`src/rtl/wbp_pkg.sv`:
```
package wbp_pkg;

    localparam int unsigned LANES     = 4;
    localparam int unsigned LANE_BITS = 8;
    localparam int unsigned WORD_BITS = LANES * LANE_BITS;

    typedef enum logic [1:0] {
        SEQ_IDLE  = 2'd0,
        SEQ_WRITE = 2'd1,
        SEQ_READ  = 2'd2
    } seq_mode_e;

    typedef struct packed {
        seq_mode_e              mode;
        logic [1:0]             lane;
        logic [WORD_BITS-1:0]   wword;
        logic [WORD_BITS-1:0]   rword;
        logic                   ovf;
        logic                   udf;
        logic                   rvalid;
    } seq_state_t;

endpackage

```
`src/rtl/byte_fifo.sv`:
```
module byte_fifo #(
    parameter int unsigned DEPTH = 16,
    localparam int unsigned AW   = (DEPTH > 1) ? $clog2(DEPTH) : 1,
    localparam int unsigned CW   = $clog2(DEPTH + 1)
) (
    input  logic          clk,
    input  logic          rst_n,
    input  logic          clr,
    input  logic          push,
    input  logic [7:0]    push_data,
    input  logic          pop,
    output logic [7:0]    head,
    output logic [CW-1:0] level,
    output logic          empty,
    output logic          full
);

    typedef struct packed {
        logic [AW-1:0] wptr;
        logic [AW-1:0] rptr;
        logic [CW-1:0] cnt;
    } ptr_state_t;

    ptr_state_t st_d, st_q;
    logic [7:0] mem_q [DEPTH];
    logic       do_push;
    logic       do_pop;

    always_comb begin
        do_push = push && (st_q.cnt != CW'(DEPTH));
        do_pop  = pop && (st_q.cnt != '0);
        st_d    = st_q;
        if (do_push) begin
            st_d.wptr = (st_q.wptr == AW'(DEPTH - 1)) ? '0 : st_q.wptr + 1'b1;
        end
        if (do_pop) begin
            st_d.rptr = (st_q.rptr == AW'(DEPTH - 1)) ? '0 : st_q.rptr + 1'b1;
        end
        case ({do_push, do_pop})
            2'b10:   st_d.cnt = st_q.cnt + 1'b1;
            2'b01:   st_d.cnt = st_q.cnt - 1'b1;
            default: st_d.cnt = st_q.cnt;
        endcase
        if (clr) begin
            st_d = '0;
        end
    end

    always_ff @(posedge clk or negedge rst_n) begin
        if (!rst_n) begin
            st_q <= '0;
        end else begin
            st_q <= st_d;
        end
    end

    always_ff @(posedge clk) begin
        if (do_push && !clr) begin
            mem_q[st_q.wptr] <= push_data;
        end
    end

    assign head  = mem_q[st_q.rptr];
    assign level = st_q.cnt;
    assign empty = (st_q.cnt == '0);
    assign full  = (st_q.cnt == CW'(DEPTH));

endmodule

```
`src/rtl/word_packer.sv`:
```
module word_packer
    import wbp_pkg::*;
(
    input  logic                 clk,
    input  logic                 rst_n,
    input  logic                 wr_req,
    input  logic [WORD_BITS-1:0] wr_data,
    input  logic                 rd_req,
    input  logic                 tx_full,
    input  logic                 rx_empty,
    input  logic [7:0]           rx_head,
    output logic                 tx_push,
    output logic [7:0]           tx_push_byte,
    output logic                 rx_pop,
    output logic                 busy,
    output logic [WORD_BITS-1:0] rd_data,
    output logic                 rd_valid,
    output logic                 err_ovf,
    output logic                 err_udf
);

    seq_state_t s_d, s_q;
    logic       last_lane;

    assign last_lane = (s_q.lane == 2'(LANES - 1));

    always_comb begin
        s_d        = s_q;
        s_d.ovf    = 1'b0;
        s_d.udf    = 1'b0;
        s_d.rvalid = 1'b0;
        tx_push    = 1'b0;
        rx_pop     = 1'b0;
        case (s_q.mode)
            SEQ_IDLE: begin
                if (wr_req) begin
                    s_d.mode  = SEQ_WRITE;
                    s_d.lane  = '0;
                    s_d.wword = wr_data;
                end else if (rd_req) begin
                    s_d.mode  = SEQ_READ;
                    s_d.lane  = '0;
                    s_d.rword = '0;
                end
            end
            SEQ_WRITE: begin
                if (tx_full) begin
                    s_d.ovf  = 1'b1;
                    s_d.mode = SEQ_IDLE;
                end else begin
                    tx_push  = 1'b1;
                    s_d.lane = s_q.lane + 1'b1;
                    if (last_lane) begin
                        s_d.mode = SEQ_IDLE;
                    end
                end
            end
            SEQ_READ: begin
                if (rx_empty) begin
                    s_d.udf    = 1'b1;
                    s_d.rvalid = 1'b1;
                    s_d.mode   = SEQ_IDLE;
                end else begin
                    rx_pop = 1'b1;
                    s_d.rword[{s_q.lane, 3'b000} +: LANE_BITS] = rx_head;
                    s_d.lane = s_q.lane + 1'b1;
                    if (last_lane) begin
                        s_d.rvalid = 1'b1;
                        s_d.mode   = SEQ_IDLE;
                    end
                end
            end
            default: s_d.mode = SEQ_IDLE;
        endcase
    end

    always_ff @(posedge clk or negedge rst_n) begin
        if (!rst_n) begin
            s_q <= '0;
        end else begin
            s_q <= s_d;
        end
    end

    assign tx_push_byte = s_q.wword[{s_q.lane, 3'b000} +: LANE_BITS];
    assign busy         = (s_q.mode != SEQ_IDLE);
    assign rd_data      = s_q.rword;
    assign rd_valid     = s_q.rvalid;
    assign err_ovf      = s_q.ovf;
    assign err_udf      = s_q.udf;

endmodule

```
`src/rtl/wordbyte_port.sv`:
```
module wordbyte_port
    import wbp_pkg::*;
#(
    parameter int unsigned DEPTH = 16,
    localparam int unsigned CW   = $clog2(DEPTH + 1),
    localparam int unsigned WW   = $clog2(DEPTH / LANES + 1)
) (
    input  logic                 clk,
    input  logic                 rst_n,
    input  logic                 wr_req,
    input  logic [WORD_BITS-1:0] wr_data,
    input  logic                 rd_req,
    output logic [WORD_BITS-1:0] rd_data,
    output logic                 rd_valid,
    output logic                 busy,
    input  logic                 tx_clr,
    input  logic                 rx_clr,
    input  logic                 tx_pop,
    output logic [7:0]           tx_byte,
    input  logic                 rx_push,
    input  logic [7:0]           rx_byte,
    output logic                 tx_empty,
    output logic                 tx_full,
    output logic                 rx_empty,
    output logic                 rx_full,
    output logic [WW-1:0]        tx_words,
    output logic                 err_overflow,
    output logic                 err_underflow
);

    logic          seq_tx_push;
    logic [7:0]    seq_tx_byte;
    logic          seq_rx_pop;
    logic [7:0]    rx_head;
    logic [CW-1:0] tx_level;
    logic [CW-1:0] rx_level;
    logic [CW:0]   tx_round;

    byte_fifo #(.DEPTH(DEPTH)) u_txq (
        .clk       (clk),
        .rst_n     (rst_n),
        .clr       (tx_clr),
        .push      (seq_tx_push),
        .push_data (seq_tx_byte),
        .pop       (tx_pop),
        .head      (tx_byte),
        .level     (tx_level),
        .empty     (tx_empty),
        .full      (tx_full)
    );

    byte_fifo #(.DEPTH(DEPTH)) u_rxq (
        .clk       (clk),
        .rst_n     (rst_n),
        .clr       (rx_clr),
        .push      (rx_push),
        .push_data (rx_byte),
        .pop       (seq_rx_pop),
        .head      (rx_head),
        .level     (rx_level),
        .empty     (rx_empty),
        .full      (rx_full)
    );

    word_packer u_pack (
        .clk          (clk),
        .rst_n        (rst_n),
        .wr_req       (wr_req),
        .wr_data      (wr_data),
        .rd_req       (rd_req),
        .tx_full      (tx_full),
        .rx_empty     (rx_empty),
        .rx_head      (rx_head),
        .tx_push      (seq_tx_push),
        .tx_push_byte (seq_tx_byte),
        .rx_pop       (seq_rx_pop),
        .busy         (busy),
        .rd_data      (rd_data),
        .rd_valid     (rd_valid),
        .err_ovf      (err_overflow),
        .err_udf      (err_underflow)
    );

    assign tx_round = {1'b0, tx_level} + (CW + 1)'(LANES - 1);
    assign tx_words = WW'(tx_round >> 2);

    logic unused_rx_level;
    assign unused_rx_level = ^rx_level;

endmodule

```
`config.mk`:
```
export PLATFORM = sky130hd
export DESIGN_NAME = wordbyte_port
export DESIGN_NICKNAME = d
export VERILOG_FILES = /design/src/rtl/wbp_pkg.sv /design/src/rtl/byte_fifo.sv /design/src/rtl/word_packer.sv /design/src/rtl/wordbyte_port.sv
export SDC_FILE = /design/constraint.sdc
export NUM_CORES = 1
export LEC_CHECK = 0
export BUFFER_PORTS_ARGS = -buffer_cell sky130_fd_sc_hd__buf_2
export CORE_MARGIN = 2
export CORE_UTILIZATION = 54
export DETAILED_ROUTE_END_ITERATION = 16
export PLACE_DENSITY = 0.78
export RECOVER_POWER = 100
export SKIP_LAST_GASP = 1
export SYNTH_ARGS = -nofsm -noshare
export SYNTH_HDL_FRONTEND = slang
export SYNTH_SLANG_ARGS = --single-unit
```
`constraint.sdc`:
```
create_clock -name clk -period 2.6 [get_ports clk]
set_input_delay 0.26 -clock clk [delete_from_list [all_inputs] [get_ports clk]]
set_output_delay 0.26 -clock clk [all_outputs]
set_load 0.01 [all_outputs]
```
==> impl_metrics.csv, run 1 <==
group,metric,value,unit
status,status,"complete, but fails checks",
status,violations,"negative setup slack",
grt,grt_pass1_wl,46.6,mm
clock_network,clk_pin_slew_worst_paths,0.06,ns
synthesis,synthCells,846,
timing,fin_worst_skew,0.0279,ns
timing,setup_viol,1,
drt,drtIter0Drc,685,
clock_network,clk_latency,0.52,ns
clock_network,cts.sinks,353,
timing,fin_ws,-0.00399,ns
power,seqPwrFrac,44.6,%
clock_network,clock-root-buffer,"clkbuf_16",
finish,drive_gt1_share,25.9,%
synthesis,yosysMostFrequentCell,"edfxtp_1",
timing,timing.final.crit_share,100,%
power,switchingPower,4.84,mW
synthesis,synth_common_cells,"256 x edfxtp_1, 97 x dfrtp_1, 88 x mux4_2, 52 x nor2_1, 42 x nand2_1",
drt,via_per_inst,5.92,
clock_network,h-tree-depth,2,
grt,grt_max_degree,53,
power,p_int,11.7,mW
placement,place_ws,0.145,ns
synthesis,syn_area,14800,sq um
floorplanning,start_util,55.0,%
timing,final-hold-violation-count,0,
critical_path,required,2.34,ns
clock_network,cts_tree,"done",
drt,routedWlPerCell,22.6,um
critical_path,critPathSlowestCell,"mux4_2",
floorplanning,row_count,60,
power,p_per_area,975,nW/um^2
flow_run,drv_cap,0,
synthesis,yosysWarnings,0,
timing,worst_pin_slew,1.31,ns
critical_path,end_kind,"output pin",
grt,first_global_vias,8172,
synthesis,ys_async_sr_fraction,27.5,%
synthesis,synth_area_per_cell,17.5,sq um
drt,vias,8030,
worst_hold_path,min_path_type,"in2reg",
drt,wl,30.6,mm
critical_path,critPathArrivalTime,2.34,ns
critical_path,start_kind,"flop",
power,sw_frac_of_total,29.2,%
floorplanning,io_pins,99,
timing,rsz0062_at_grt,"true",
grt,antenna_found_initial,1,
synthesis,ys_types,61,
timing,maxSlewHeadroom,12.4,%
synthesis,ys_seq_area_share,68.2,%
critical_path,rrSetupSlack,0.10,ns
placement,gp_congestion,0.825,
power,p_comb_share,26.3,%
grt,overflow,0,
drt,ant_nets,0,
drt,dr.pass1.iters,5,
finish,layout.nets,1057,
synthesis,synth_edf_count,256,
timing,max_freq,384,MHz
finish,syn2layout_area_growth,14.8,%
synthesis,post-synth-top-area-fraction,51.8,%
floorplanning,coreArea,27000,sq um
synthesis,synthTopCellsByArea,"edfxtp_1 52%, dfrtp_1 16%, mux4_2 13%",
synthesis,synth_seq_cells,353,
synthesis,synth_nets,916,
power,ir_drop,0.000682,V
power,p_leak,6.02,nW
drt,drc,0,
power,power_frac_clock,29.1,%
synthesis,synth_top_cell_by_area,"edfxtp_1",
finish,design_area,17000,sq um
critical_path,worstPathMaxFanout,6,
placement,hpwl,19.3,mm
critical_path,slowest_delay,0.53,ns
power,power,16.6,mW
placement,placed_cell_area,15700,sq um
clock_network,cts_made_buffers,36,
finish,fillers,1828,
finish,final_core_util,63.2,%
floorplanning,dieHeight,170,um
timing,hold_ws,0.0198,ns
timing,drv_slew,0,
floorplanning,die_area,28800,sq um
floorplanning,die_w,170,um
placement,port_buffers,98,
critical_path,crit_type,"reg2out",
timing,post-route-min-period,2.60,ns
synthesis,synth_ff_type,"edfxtp_1",
grt,grt_usage,21.3,%
critical_path,path_cells,"buf_12 > buf_12 > mux4_2 > mux4_2 > buf_2",
clock_network,clock_path_buffers,3,
state kept, by name, indices dropped and copies added (netlist names):
signal	cells
u_txq.level	5
u_pack.rd_valid	1
u_pack.err_ovf	1
u_pack.s_q	36
u_txq.st_q	8
u_pack.err_udf	1
u_pack.rd_data	32
u_rxq.level	5
u_txq.mem_q	128
u_rxq.st_q	8
u_rxq.mem_q	128
path summary, 6_finish.rpt:
path	start	endpoint	depth (start not counted)
max reg2reg	u_rxq.level[2]	u_rxq.level[1]	6
min reg2reg	u_pack.s_q[65]	u_pack.s_q[65]	1
max	u_txq.st_q[5]	tx_byte[5]	5
min	wr_data[11]	u_pack.s_q[46]	2
min in group asynchronous	rst_n	u_pack.s_q[47]	2
max in group asynchronous	rst_n	u_txq.st_q[5]	3
critical path: cells and delay by family (launching register included):
kind / cells / cell delay [ns]
mux: 2 / 1.02
buf+inv: 3 / 0.42
flops: 1 / 0.39
kinds of logic (layout without fill, tap and decap cells):
group	after synthesis	in the layout	synth area share [%]
multiplexers	122	122	15.9
buffers and inverters	88	256	3.43
AND/OR/NAND/NOR	155	155	4.96
AO/OA/AOI/OAI	95	95	4.97
other	0	1	0
XOR/XNOR	11	11	0.650
flip-flops	353	353	68.2
adder cells (fa/ha/maj)	22	22	1.86
final cells by class:
class | instances | area (sq um) | area share [%]
clock buffer | 47 | 973 | 5.72
antenna | 1 | 2.50 | 0.0147
sequential | 353 | 10100 | 59.4
clock inverter | 18 | 145 | 0.853
timing repair buffer | 174 | 1120 | 6.57
multi-input combinational | 405 | 4170 | 24.5
inverter | 17 | 63.8 | 0.375
tap | 341 | 427 | 2.51
stage by stage:
step           TNS [ns]  std cells
4_1_cts        -0.00534       1351
3_5_place_dp          0       1255
5_1_grt          -0.467       1356
3_3_place_gp          0       1255
6_report       -0.00399       1356
2_1_floorplan         0        846
layout by cell type, fill, tap and decap left out, types with 3 or more instances in the layout:
cell type / netlist / layout
edfxtp_1: 256 / 256
dfrtp_1: 97 / 95
mux4_2: 88 / 88
clkbuf_1: 20 / 65
nor2_1: 52 / 52
buf_2: 7 / 47
nand2_1: 42 / 42
clkbuf_16: 0 / 39
a22o_1: 33 / 33
dlygate4sd3_1: 0 / 31
mux2_2: 32 / 30
ha_1: 22 / 22
clkbuf_2: 0 / 20
nor3_1: 19 / 19
a21oi_1: 19 / 19
inv_1: 16 / 16
o21ai_0: 11 / 13
nand3_1: 11 / 11
clkinv_1: 1 / 10
buf_4: 32 / 7
xor2_1: 6 / 6
xnor2_1: 5 / 5
or4_1: 5 / 5
nand2b_1: 5 / 5
buf_12: 0 / 5
and3_1: 4 / 4
o21ai_1: 3 / 4
clkinv_2: 0 / 4
buf_6: 5 / 4
o21a_1: 3 / 3
a21boi_0: 1 / 3
or3_1: 3 / 3
power by group through the flow:
stage | clock, mW | sequential [mW] | combinational [mW]
floorplan | 0 | 7.38 | 3.07
global placement | 0 | 7.45 | 4.16
detailed placement | 0 | 7.48 | 4.27
CTS | 4.91 | 7.37 | 4.36
global route | 5.14 | 7.44 | 4.76
finish | 4.83 | 7.39 | 4.37
layer usage:
metal / share of wire (%) / global-route usage, % / wire (um)
met2: 54 / 37.7 / 16400
met4: 2.6 / 6.35 / 780
met3: 4.5 / 3.08 / 1360
met5: 0 / 0 / 0
met1: 39 / 27.7 / 12100
what timing repair did:
item	4_1_cts	5_1_grt
pin swaps	0	0
resized for setup	1	4
hold buffers	31	0
cloned	0	3
buffers inserted	0	1
endpoints found under the hold margin	81	0
setup endpoints to repair	4	11
Note: power is estimated with default switching activity, not from simulation.
==> run 2, diff against run 1 <==
--- a/config.mk
+++ b/config.mk
@@ -5,11 +5,13 @@
 export SDC_FILE = /design/constraint.sdc
 export NUM_CORES = 1
 export LEC_CHECK = 0
+export ABC_AREA = 1
 export BUFFER_PORTS_ARGS = -buffer_cell sky130_fd_sc_hd__buf_2
 export CORE_MARGIN = 2
-export CORE_UTILIZATION = 54
+export CORE_UTILIZATION = 55
 export DETAILED_ROUTE_END_ITERATION = 16
-export PLACE_DENSITY = 0.78
+export HOLD_SLACK_MARGIN = 0.1
+export PLACE_DENSITY = 0.79
 export RECOVER_POWER = 100
 export SKIP_LAST_GASP = 1
 export SYNTH_ARGS = -nofsm -noshare
==> run 2 against run 1 <==
Compared with the run above: the flow now finishes without violations; sequential cell count unchanged; routed wire length rose by 29%; worst setup slack better by 0.11 ns; critical endpoint is now u_txq.mem_q[0][3]; highest routed layer unchanged.
==> impl_metrics.csv, run 2 <==
group,metric,value,unit
critical_path,path_cells,"nor2_1 > nand3_1 > nand2_1 > nor2_1 > nand2_1 > nor2_1 > clkbuf_1",
clock_network,cts_made_buffers,36,
synthesis,yosysWarnings,0,
drt,drc,0,
critical_path,critPathArrivalTime,2.65,ns
grt,globalRouteMet2Util,43.9,%
placement,gp_congestion,0.934,
critical_path,crit_path_start,"u_txq.level[3]",
power,p_per_area,943,nW/um^2
synthesis,synth_nets,1479,
floorplanning,coreArea,27000,sq um
floorplanning,row_count,60,
critical_path,crit_type,"reg2reg",
worst_hold_path,min_path_type,"in2reg",
timing,tns,0,ns
timing,fin_worst_skew,0.0126,ns
critical_path,slowest_delay,0.45,ns
worst_hold_path,worstHoldStart,"rd_req",
drt,wl,39.5,mm
clock_network,h-tree-depth,2,
timing,drv_slew,0,
grt,first_global_vias,11100,
synthesis,synthCells,1409,
grt,antenna_found_initial,2,
synthesis,ys_seq_area_share,66.6,%
drt,dr.pass1.iters,5,
clock_network,clk_pin_slew_worst_paths,0.06,ns
power,p_leak,6.89,nW
timing,max_freq,401,MHz
floorplanning,die_w,170,um
synthesis,ys_types,35,
grt,grt_pass1_wl,61.0,mm
synthesis,synth_top_cell_by_area,"edfxtp_1",
floorplanning,die_area,29000,sq um
drt,drtIter0Drc,1532,
synthesis,synth_ff_type,"edfxtp_1",
timing,post-route-min-period,2.49,ns
drt,vias,11400,
grt,overflow,0,
critical_path,required,2.76,ns
synthesis,yosysMostFrequentCell,"nand2_1",
synthesis,synthTopCellsByArea,"edfxtp_1 51%, dfrtp_1 16%, nand2_1 7.2%",
grt,grt_usage,27.6,%
critical_path,cp_common_cell,"nor2_1",
floorplanning,start_util,56.2,%
synthesis,synth_area_per_cell,10.8,sq um
grt,gr-usage-met1,36.9,%
placement,place_ws,0.383,ns
finish,syn2layout_area_growth,14.6,%
critical_path,critPathSlowestCell,"dfrtp_1",
floorplanning,dieHeight,170,um
grt,busiest_layer,"met2",
finish,reg.largest.list,"u_rxq.mem_q (128), u_txq.mem_q (128), u_pack.s_q (36)",
clock_network,cts_tree,"done",
clock_network,clk_latency,0.52,ns
synthesis,synth_common_cells,"292 x nand2_1, 256 x edfxtp_1, 177 x nor2_1, 152 x o21ai_0, 97 x dfrtp_1",
clock_network,clock-root-buffer,"clkbuf_16",
synthesis,syn_area,15200,sq um
finish,layout.nets,1620,
finish,finalNonFillerCells,1918,
clock_network,clock_path_buffers,3,
grt,grt_max_degree,76,
finish,final_common_cell,"nand2_1",
timing,worst_pin_slew,1.26,ns
critical_path,end_kind,"flop",
drt,ant_nets,0,
synthesis,post-synth-top-area-fraction,50.6,%
status,status,"finished clean",
critical_path,worstPathMaxFanout,8,
power,ir_drop,0.000571,V
timing,rsz0062_at_grt,"false",
placement,port_buffers,98,
placement,hpwl,24.9,mm
timing,fin_ws,0.107,ns
critical_path,r2r_start,"u_txq.level[3]",
timing,timing.final.crit_share,95.9,%
timing,final-hold-violation-count,0,
clock_network,cts.sinks,353,
finish,drive_gt1_share,10.5,%
synthesis,ys_async_sr_fraction,27.5,%
synthesis,synth_seq_cells,353,
timing,setup_viol,0,
drt,via_per_inst,5.94,
power,power,16.4,mW
timing,maxSlewHeadroom,16.2,%
flow_run,drv_cap,0,
critical_path,start_kind,"flop",
drt,routedWlPerCell,20.6,um
synthesis,synth_edf_count,256,
placement,dpl.cell_count,1820,
finish,layout_common_cells,"295 x nand2_1, 256 x edfxtp_1, 178 x nor2_1, 160 x o21ai_0, 97 x dfrtp_1",
floorplanning,io_pins,99,
grt,use_met3,6.67,%
run 2: cell types whose count changed after synthesis, sizes merged, moves of 33 or more:
cell | previous run | this run
a22o | 33 | 0
nor2 | 52 | 178
inv | 16 | 71
o22ai | 1 | 39
nand3 | 11 | 59
nand2 | 42 | 296
o21ai | 18 | 172
mux4 | 88 | 0
run 2: timing repair:
| action | 4_1_cts | 5_1_grt |
|---|---|---|
| endpoints found under the hold margin | 78 | 0 |
| resized for setup | 0 | 0 |
| hold buffers | 33 | 0 |
| setup buffers | 0 | 0 |
run 2: final cells by class:
type                       count  area (sq um)
inverter                      76           285
tap                          341           427
clock inverter                14           126
antenna                        2          5.00
clock buffer                  49          1040
fill                        2046          9610
timing repair buffer         196          1120
multi-input combinational    887          4290
sequential                   353         10100
run 2: path summary, 6_finish.rpt:
kind,end,slack [ns],depth (start not counted)
setup / recovery,u_txq.mem_q[0][3],0.11,7
max in group asynchronous,u_pack.rd_data[6],0.56,3
setup reg to reg,u_txq.mem_q[0][3],0.11,7
hold reg to reg,u_pack.s_q[43],0.48,2
min in group asynchronous,u_pack.s_q[49],0.55,2
hold / removal,u_pack.s_q[69],0.13,4
run 2: report_power, final:
part,internal (mW),switching [mW]
sequential,7.00,0.303
combinational,1.06,2.95
clock,3.01,2.10
total,11.1,5.36
run 2: cells by family (layout without fill, tap and decap cells):
kind of cell / after synthesis / in the layout / synth area share, %
AOI/OAI and AO/OA: 277 / 277 / 10.4
other: 0 / 2 / 0
DFF: 353 / 353 / 66.6
and+or+nand+nor: 581 / 581 / 15.6
xor gates and xnor gates: 7 / 7 / 0.404
adders and majority gates: 22 / 22 / 1.81
buffers and inverters: 169 / 335 / 5.13
run 2: routing by layer:
layer | wire length [um] | vias to the layer above
met3 | 4080 | 111
met1 | 15500 | 5466
met5 | 0 | -
met4 | 1480 | 0
met2 | 18500 | 639
li1 | - | 5170
run 2: worst max-delay path, delay by kind of cell, from the launching register on:
kind | cells | cell delay (ns)
buffers and inverters | 1 | 0.41
DFF | 1 | 0.45
and+or+nand+nor | 6 | 1.26
run 2: per-stage QoR:
stage	hold slack (ns)	utilization (%)	area, sq um
4_1_cts	0.118	65.2	17600
3_5_place_dp	0.324	59.7	16100
3_3_place_gp	0.321	59.7	16100
5_1_grt	0.157	64.4	17400
2_1_floorplan	-0.0356	-	15200
6_report	0.133	64.4	17400
==> run 3, diff against run 2 <==
--- a/config.mk
+++ b/config.mk
@@ -7,7 +7,7 @@
 export LEC_CHECK = 0
 export ABC_AREA = 1
 export BUFFER_PORTS_ARGS = -buffer_cell sky130_fd_sc_hd__buf_2
-export CORE_MARGIN = 2
+export CORE_MARGIN = 5
 export CORE_UTILIZATION = 55
 export DETAILED_ROUTE_END_ITERATION = 16
 export HOLD_SLACK_MARGIN = 0.1
@@ -16,4 +16,5 @@
 export SKIP_LAST_GASP = 1
 export SYNTH_ARGS = -nofsm -noshare
 export SYNTH_HDL_FRONTEND = slang
+export SYNTH_HIERARCHICAL = 1
 export SYNTH_SLANG_ARGS = --single-unit
==> run 3 against run 2 <==
Compared with the run above: final cell count grew 2.8%; die area grew 11%; via count grew 0.20%; maximum frequency shrank 2.4%; register-to-register slack lost 0.06 ns; total power grew 3.0%.
==> impl_metrics.csv, run 3 <==
group,metric,value,unit
floorplanning,start_util,55.3,%
flow_run,drv_cap,0,
clock_network,post_cts_buffers,0,
timing,timing.final.crit_share,98.3,%
drt,via_per_inst,5.79,
power,seqPwrFrac,43.3,%
floorplanning,io_pins,99,
power,ir_drop,0.000641,V
critical_path,critPathArrivalTime,2.72,ns
synthesis,synth_area_per_cell,11.1,sq um
status,status,"finished clean",
placement,gp_congestion,0.896,
timing,max_freq,391,MHz
power,power_frac_clock,30.3,%
timing,tns,0,ns
floorplanning,coreArea,28500,sq um
drt,routedWlPerCell,20.0,um
finish,layout.nets,1631,
floorplanning,die_w,179,um
critical_path,path_cells,"inv_1 > o21ai_0 > o22ai_1 > clkbuf_1",
drt,vias,11400,
finish,drive_gt1_share,11.9,%
clock_network,clk_latency,0.53,ns
grt,grt_usage,24.6,%
finish,fillers,2276,
finish,syn2layout_area_growth,13.2,%
critical_path,rr_worst_depth,4,
floorplanning,row_count,62,
synthesis,syn_area,15800,sq um
power,p_int,11.3,mW
critical_path,worstPathMaxFanout,21,
worst_hold_path,worstHoldStart,"wr_req",
critical_path,r2r_start,"u_pack/s_q[67]",
power,p_comb_share,26.5,%
critical_path,start_kind,"flop",
finish,reg.largest.list,"u_rxq/mem_q (128), u_txq/mem_q (128), u_pack/s_q (36)",
power,power,16.9,mW
power,p_leak,7.00,nW
timing,post-route-min-period,2.56,ns
timing,rsz0062_at_grt,"false",
drt,drtIter0Drc,1267,
timing,final-hold-violation-count,0,
timing,fin_worst_skew,0.0193,ns
critical_path,rrSetupSlack,0.04,ns
drt,ant_nets,0,
critical_path,required,2.76,ns
timing,drv_slew,0,
grt,grt_pass1_wl,61.7,mm
synthesis,synth_nets,1490,
worst_hold_path,hold_depth,6,
clock_network,cts_made_buffers,36,
floorplanning,dieHeight,179,um
clock_network,clock_path_buffers,3,
finish,final_common_cell,"edfxtp_1",
clock_network,cts.sinks,353,
grt,overflow,0,
timing,maxSlewHeadroom,11.0,%
synthesis,yosysWarnings,6,
critical_path,end_kind,"flop",
grt,first_global_vias,11300,
clock_network,clk_pin_slew_worst_paths,0.07,ns
power,sw_frac_of_total,33.3,%
drt,wl,39.5,mm
drt,drc,0,
drt,dr.pass1.iters,6,
finish,layout_common_cells,"256 x edfxtp_1, 224 x nand2_1, 222 x nor2_1, 169 x o21ai_0, 97 x dfrtp_1",
floorplanning,die_area,32200,sq um
critical_path,crit_family,"buffers and inverters",
synthesis,synthCells,1418,
grt,antenna_found_initial,1,
placement,port_buffers,98,
critical_path,crit_path_start,"u_pack/s_q[67]",
timing,setup_viol,0,
power,switchingPower,5.64,mW
clock_network,cts_tree,"done",
placement,hpwl,25.3,mm
critical_path,slowest_delay,0.82,ns
critical_path,crit_type,"reg2reg",
critical_path,critPathSlowestCell,"clkbuf_1",
clock_network,clock-root-buffer,"clkbuf_16",
critical_path,cp_num_buf_inv,2,
worst_hold_path,min_path_type,"in2reg",
critical_path,cp_num_cells,4,
timing,worst_pin_slew,1.34,ns
power,p_per_area,948,nW/um^2
grt,grt_max_degree,66,
clock_network,h-tree-depth,2,
-- run 3: cell count changes in the layout (fill, tap and decap cells not counted), moves of 11 or more --
cell,delta
nand2_1,-71
nor2_1,+44
mux2_1,+27
o211ai_1,-18
a21oi_1,-16
nand4_1,-15
nand3_1,+12
o221ai_1,+11
-- run 3: power by group through the flow --
stage | Clock [mW] | Sequential [mW] | Combinational (mW)
detailed placement | 0 | 7.39 | 4.78
global route | 5.44 | 7.36 | 4.88
finish | 5.12 | 7.32 | 4.48
floorplan | 0 | 7.32 | 3.22
global placement | 0 | 7.36 | 4.68
CTS | 5.19 | 7.28 | 4.86
-- run 3: cell type report --
class                   count  area (sq um)  area share [%]
diodes                      1          2.50          0.0140
repair buffers            194          1130            6.35
clock buffers              58          1090            6.13
inverters                  88           342            1.91
clock inverters             8           104           0.582
multi-input cells         886          4580            25.7
well taps                 384           480            2.69
flip-flops and latches    353         10100            56.7
-- run 3: repair_timing --
item                                    CTS  global route
endpoints found under the setup margin    0             7
resized for setup                         0             1
hold buffers                             33             0
hold endpoints to repair                 84             0
-- run 3: path summary, 6_finish.rpt --
kind | to
worst max-delay path | u_txq/mem_q[5][6]
worst min-delay path | u_pack/s_q[70]
worst max register to register | u_txq/mem_q[5][6]
worst min register to register | u_pack/rd_data[11]
max in group asynchronous | u_rxq/st_q[8]
min in group asynchronous | u_pack/rd_data[11]
-- run 3: metal layers --
layer  up-vias  track usage (%)  wire length (um)
met5         -                0                13
met4         2             8.57              1370
met3       112             4.74              3390
met2       600             40.3             19200
met1      5500             33.4             15500
li1       5195                -                 -
-- run 3: worst register-to-register path, stage by stage, from the launching register on --
cell and delay, ns:
dfrtp_1 0.40, inv_1 0.54, o21ai_0 0.23, o22ai_1 0.19
clkbuf_1 0.82
-- run 3: stage by stage --
step	hold slack [ns]	setup slack [ns]	instance area, sq um	std cells	util [%]
2_1_floorplan	-0.0356	0.496	15800	1418	-
3_3_place_gp	0.354	0.422	16700	1872	58.6
3_5_place_dp	0.365	0.343	16700	1872	58.6
4_1_cts	0.121	0.0473	18300	1971	64.0
5_1_grt	0.152	0.0163	17900	1971	62.5
6_report	0.155	0.0444	17900	1972	62.5
